[src/rtl/uart_ring_pkg.sv]
package uart_ring_pkg;
  parameter int unsigned FRAME_W = 13;
  parameter int unsigned CHAR_W  = 8;
  parameter int unsigned LOAD_W  = 5;
  localparam int unsigned FIX_W  = CHAR_W - LOAD_W;
  localparam int unsigned STOP_W = FRAME_W - 1 - CHAR_W;
  parameter logic [FIX_W-1:0] FIXED_HI = 3'b010;

  typedef logic [FRAME_W-1:0] frame_t;
endpackage

[src/rtl/uart_frame_builder.sv]
module uart_frame_builder
  import uart_ring_pkg::*;
(
  input  logic [LOAD_W-1:0] char_i,
  output frame_t            frame_o
);
  logic [CHAR_W-1:0] full_char;

  always_comb begin
    full_char = {FIXED_HI, char_i};
    // bit 0 leaves first: start, data LSB first, then stop/idle ones
    frame_o = {{STOP_W{1'b1}}, full_char, 1'b0};
  end
endmodule

[src/rtl/uart_ring_shifter.sv]
module uart_ring_shifter
  import uart_ring_pkg::*;
(
  input  logic   clk,
  input  logic   rst_n,
  input  logic   load_i,
  input  frame_t frame_i,
  output frame_t ring_o
);
  frame_t ring_q;
  frame_t ring_d;

  always_comb begin
    if (load_i) ring_d = frame_i;
    else        ring_d = {ring_q[0], ring_q[FRAME_W-1:1]};
  end

  always_ff @(posedge clk or negedge rst_n) begin
    if (!rst_n) ring_q <= '1;
    else        ring_q <= ring_d;
  end

  assign ring_o = ring_q;

  // rotation conserves the number of ones in the ring
  p_ones_kept_r3: assert property (@(posedge clk) disable iff (!rst_n)
    !load_i |=> ($countones(ring_q) == $countones($past(ring_q))));

  // the reset image is all ones
  p_reset_ones_r1: assert property (@(posedge clk) disable iff (!rst_n)
    $rose(rst_n) |-> (ring_q == '1));
endmodule

[src/rtl/uart_line_driver.sv]
module uart_line_driver (
  input  logic bit_i,
  input  logic en_i,
  output logic plain_o,
  output logic inv_o,
  output logic gated_o,
  output logic gated_inv_o
);
  always_comb begin
    plain_o     = bit_i;
    inv_o       = ~bit_i;
    gated_o     = en_i ? bit_i  : 1'b1;
    gated_inv_o = en_i ? ~bit_i : 1'b0;
  end
endmodule

[src/rtl/uart_ring_tx.sv]
module uart_ring_tx
  import uart_ring_pkg::*;
(
  input  logic              clk,
  input  logic              rst_n,
  input  logic              load_i,
  input  logic [LOAD_W-1:0] char_i,
  input  logic              en_i,
  output logic              ser_o,
  output logic              ser_n_o,
  output logic              ser_gated_o,
  output logic              ser_gated_n_o,
  output logic              tap_o,
  output logic              tap_n_o,
  output logic              tap_gated_o,
  output logic              tap_gated_n_o
);
  localparam int unsigned N_DRV = 2;

  frame_t           new_frame;
  frame_t           ring;
  logic [N_DRV-1:0] drv_bit;
  logic [N_DRV-1:0] drv_plain;
  logic [N_DRV-1:0] drv_inv;
  logic [N_DRV-1:0] drv_gated;
  logic [N_DRV-1:0] drv_gated_inv;

  uart_frame_builder u_build (
    .char_i  (char_i),
    .frame_o (new_frame)
  );

  uart_ring_shifter u_ring (
    .clk     (clk),
    .rst_n   (rst_n),
    .load_i  (load_i),
    .frame_i (new_frame),
    .ring_o  (ring)
  );

  assign drv_bit[0] = ring[0];
  assign drv_bit[1] = ring[FRAME_W-1];

  for (genvar g = 0; g < N_DRV; g++) begin : g_drv
    uart_line_driver u_drv (
      .bit_i       (drv_bit[g]),
      .en_i        (en_i),
      .plain_o     (drv_plain[g]),
      .inv_o       (drv_inv[g]),
      .gated_o     (drv_gated[g]),
      .gated_inv_o (drv_gated_inv[g])
    );
  end

  assign ser_o         = drv_plain[0];
  assign ser_n_o       = drv_inv[0];
  assign ser_gated_o   = drv_gated[0];
  assign ser_gated_n_o = drv_gated_inv[0];
  assign tap_o         = drv_plain[1];
  assign tap_n_o       = drv_inv[1];
  assign tap_gated_o   = drv_gated[1];
  assign tap_gated_n_o = drv_gated_inv[1];

  // the far end receives the bit that just left toward the line
  p_tap_follows_r4: assert property (@(posedge clk) disable iff (!rst_n)
    !load_i |=> (tap_o == $past(ser_o)));

  // a load puts the start bit on the line and idle at the far end
  p_load_start_r2: assert property (@(posedge clk) disable iff (!rst_n)
    load_i |=> (!ser_o && tap_o));

  // both gated pairs idle together when disabled
  p_gate_idle_r6: assert property (@(posedge clk) disable iff (!rst_n)
    !en_i |-> (ser_gated_o && tap_gated_o && !ser_gated_n_o && !tap_gated_n_o));

  // inverted pins of both drivers stay complementary
  p_inverse_r5: assert property (@(posedge clk) disable iff (!rst_n)
    (ser_o != ser_n_o) && (tap_o != tap_n_o));
endmodule

[config.mk]
export PLATFORM = sky130hd
export DESIGN_NAME = uart_ring_tx
export DESIGN_NICKNAME = d
export VERILOG_FILES = /design/src/rtl/uart_ring_pkg.sv /design/src/rtl/uart_frame_builder.sv /design/src/rtl/uart_ring_shifter.sv /design/src/rtl/uart_line_driver.sv /design/src/rtl/uart_ring_tx.sv
export SDC_FILE = /design/constraint.sdc
export NUM_CORES = 1
export LEC_CHECK = 0
export ABC_AREA = 1
export BUFFER_PORTS_ARGS = -buffer_cell sky130_fd_sc_hd__buf_2
export CAP_MARGIN = 10
export CORE_MARGIN = 2
export CORE_UTILIZATION = 44
export DETAILED_ROUTE_END_ITERATION = 8
export GPL_ROUTABILITY_DRIVEN = 0
export PLACE_DENSITY_LB_ADDON = 0.2
export SETUP_SLACK_MARGIN = 0.2
export SYNTH_ARGS = -nofsm -noshare
export SYNTH_HDL_FRONTEND = slang
export SYNTH_HIERARCHICAL = 1
export SYNTH_SLANG_ARGS = --single-unit
[constraint.sdc]
create_clock -name clk -period 1.1 [get_ports clk]
set_input_delay 0.11 -clock clk [delete_from_list [all_inputs] [get_ports clk]]
set_output_delay 0.11 -clock clk [all_outputs]
set_load 0.005 [all_outputs]
## After elaboration in Yosys (flattened, before gate mapping)

Index checks and enable logic that the tools add are counted.

- Register bits after elaboration: 13
- Bits of input ports: 9
- Output and inout bits: 8
- Logic and storage cells: 8

- Muxes and demuxes: 5
- Bitwise gates (word level): 2

Operators by type and width:

| cell | count |
|---|---|
| 13-bit two-way mux | 1 |
| 1-bit two-way mux | 4 |
| 1-bit NOT | 2 |

## Logic depth before layout (Yosys ltp)

- Depth in word-level cells: 2
- Gate-level depth with buffers: 4
- Mapped depth without buffers: 3

## Cells and area by module

The synthesis kept the hierarchy.

Modules (own cells, without submodules):

| module | instances | cells an instance | area each (um^2) | sequential area each (um^2) |
|---|---|---|---|---|
| uart_ring_shifter | 1 | 55 | 510.5 | 341.6 |
| uart_frame_builder | 1 | 15 | 105.1 | 0.0 |
| uart_line_driver | 2 | 5 | 22.5 | 0.0 |

## Worst setup path after synthesis

Ideal clock, no wire load.

- Path kind: register to output
- Start: register u_ring.ring_q[0] (netlist: u_ring/ring_o[0])
- End: output ser_gated_o
- Arrival: 643 ps
- Data required time: 990 ps
- Setup slack: 347 ps
- Cell stages (with the launch flop): 3
- Buffers on the path: 0
- Cells stage by stage: dfstp_2 -> inv_1 -> nand2_1

- Cells in the longest elaborated chain, start to end: 1

RTL lines:

| element | line | RTL |
|---|---|---|
| start, declared | uart_ring_shifter.sv:10 | `frame_t ring_q;` |
| start signal, assigned | uart_ring_shifter.sv:20 | `else ring_q <= ring_d;` |
| 1-bit two-way mux | uart_line_driver.sv:12 | `gated_o = en_i ? bit_i : 1'b1;` |
| end, declared | uart_ring_tx.sv:11 | `output logic ser_gated_o,` |

No other way between the ends.

## Worst setup path in the final report

- Start: register u_ring.ring_q[12] (netlist: u_ring/ring_o[12])
- End: output tap_gated_o

- Cells in the longest elaborated chain, start to end: 1

RTL lines:

| element | line | RTL |
|---|---|---|
| 1-bit two-way mux | uart_line_driver.sv:12 |  |
| end, declared | uart_ring_tx.sv:15 | `output logic tap_gated_o,` |

No other way between the ends.

==> impl_metrics.tcl <==
set metrics [dict create \
    dr.pass1.iters 4 \
    netlist_area_um2 660.6 \
    hold_class "in -> reg" \
    worst_clock_skew_ns 0.002619 \
    detail-route-antenna-nets 0 \
    rows 13 \
    synth_top_family_by_area "simple AND/OR/NAND/NOR gates" \
    synth_seq_cells 13 \
    clockRootBuffer "clkbuf_4" \
    slowest_delay_ns 0.56 \
    die_area_mm2 0.001828 \
    fmax_ghz 0.8845 \
    wire_per_inst_um 9.132 \
    finalWorstSetupSlack_ns -0.03058 \
    rr_worst_depth 2 \
    clock_latency_ns 0.26 \
    hold_viol 0 \
    viasPerCell 4.104 \
    clockPowerShare_pct 28.5 \
    place_hpwl_um 673.1 \
    h-tree-depth 1 \
    core_mm2 0.001350 \
    status "finished, violations left" \
    drive_gt1_share_pct 40.66 \
    diodes 0 \
    grt_pass1_vias 396 \
    drc 0 \
    drt_iter0_drc 5 \
    ir_drop_mv 0.5767 \
    layout.cells.non_filler 106 \
    syn2layout_area_growth_pct 6.439 \
    path_clk_slew_ns 0.08 \
    critical_path_class "reg -> out" \
    fp.dieW_um 42.75 \
    p_switching_w 0.0002310 \
    dp_cells 101 \
    initial_core_util_pct 48.93 \
    hold_ws_ns 0.03583 \
    failed_checks "setup timing" \
    required_ns 0.99 \
    finalSetupViolations 3 \
    cts_tree "built" \
    overflow 0 \
    nets 101 \
    vias 435 \
    drv_cap 0 \
    grt_max_degree 14 \
    portBuffers 16 \
    track_usage_pct 12.30 \
    ys_seq_area_share_pct 51.70 \
    ys_warn_count 6 \
    p_int_w 0.0007495 \
    path_cells "inv_2 -> nand2_2 -> buf_2" \
    slew_viol_final 0 \
    switching_share_pct 23.56 \
    post-route-period-util_pct 102.8 \
    numCtsBuffers 3 \
    leakagePower_nw 0.3957 \
    dp_worst_setup_slack_ns 0.2532 \
    path_max_fanout 4 \
    antenna_found_initial 0 \
    cts_sinks 13 \
    power.total_w 0.0009805 \
    avgSynthCellArea_um2 8.258 \
    rsz0062_at_grt "yes" \
    synth-simple-area-share_pct 24.43 \
    die_h_um 42.75 \
    clockBufferDepth 2 \
    synth_compound_area_share_pct 0 \
    seq_power_share_pct 57.9 \
    yosysUniqueCellTypes 8 \
    largest_reg_flops 13 \
    critPathCaptureType "output port" \
    wl_um 968 \
    io_pins 17 \
    arrival_ns 1.02 \
    period_minus_slack_ns 1.131 \
    muxShareOfSynthArea_pct 0 \
    synth_xor_xnor_area_share_pct 0 \
    synth_cells 80 \
    post-cts-setup-buffers 0 \
    grt_pass1_wl_mm 1.642 \
    whs_path_depth 3 \
    p_per_area_mw_per_mm2 1394 \
    pwr-share-comb_pct 13.6 \
    synth_fa_ha_area_share_pct 0 \
    crit_slowest_cell "dfstp_2" \
    start_kind "register" \
]
timing repair:
item / in CTS / in global routing
resized for setup: 3 / 1
pin swaps: 1 / 2
setup endpoints to repair: 8 / 8
hold buffers: 1 / 0
hold endpoints to repair: 13 / 0
synth_stat cells, drive strengths merged:
master / instances / area [um2]
inv: 5 / 18.76
nand2: 41 / 153.9
nor2: 2 / 7.510
buf: 17 / 131.4
dfstp: 13 / 341.6
conb: 2 / 7.510
metal layers:
layer / track usage, % / share of wire [%] / up-vias
li1: - / - / 229
met1: 16.27 / 48 / 196
met2: 18.18 / 46 / 8
met3: 1.277 / 4.1 / 2
met4: 9.375 / 2.0 / 0
met5: 0 / 0 / -
metrics by stage:
| step | util [%] | setup TNS [ns] | area [um2] |
|---|---|---|---|
| finish | 52.09 | -0.05943 | 703.2 |
| CTS | 51.90 | -0.07949 | 700.7 |
| global route | 52.09 | -0.2926 | 703.2 |
| floorplan | - | 0 | 683.2 |
| detailed placement | 48.75 | 0 | 658.1 |
| global placement | 48.75 | 0 | 658.1 |
final cells by class:
cell class | count | area (um2)
Tap cell | 15 | 18.77
Multi-Input combinational cell | 51 | 193.9
Sequential cell | 13 | 341.6
Timing Repair Buffer | 18 | 103.9
Clock buffer | 4 | 26.28
Inverter | 5 | 18.77
Fill cell | 132 | 646.9
cell usage in the layout, fill, tap and decap left out:
cell type	instances
nand2_1	40
buf_2	15
dfstp_2	13
conb_1	8
clkbuf_4	3
inv_2	3
inv_1	2
nor2_1	2
clkbuf_1	1
nand2_2	1
dlygate4sd3_1	1
buf_6	1
buf_4	1
critical path, delay by kind of cell, from the launching register on:
kind / cells / cell delay [ns]
AND/OR/NAND/NOR: 1 / 0.05
buffers and inverters: 2 / 0.15
flip-flops: 1 / 0.56
power by group through the flow:
stage	registers, W	logic (W)	clock network [W]
detailed placement	0.000573	0.000126	0
floorplan	0.000570	0.000113	0
finish	0.000567	0.000133	0.000280
global placement	0.000572	0.000124	0
global route	0.000571	0.000156	0.000318
CTS	0.000568	0.000134	0.000292
cell families (layout without fill, tap and decap cells):
kind of cell  Yosys count  count (layout)
buf+inv                22              27
flops                  13              13
other cells             2               8
simple gates           43              43
final timing paths:
| kind | from | to | slack, ns |
|---|---|---|---|
| max in group asynchronous | rst_n | u_ring/ring_o[7] | 0.58 |
| min reg2reg | u_ring/ring_o[6] | u_ring/ring_o[5] | 0.45 |
| min | char_i[4] | u_ring/ring_o[5] | 0.04 |
| min in group asynchronous | rst_n | u_ring/ring_o[0] | 0.49 |
| max reg2reg | u_ring/ring_o[0] | u_ring/ring_o[12] | 0.35 |
| max | u_ring/ring_o[12] | tap_gated_o | -0.03 |
Note: power is estimated with default switching activity, not from simulation.
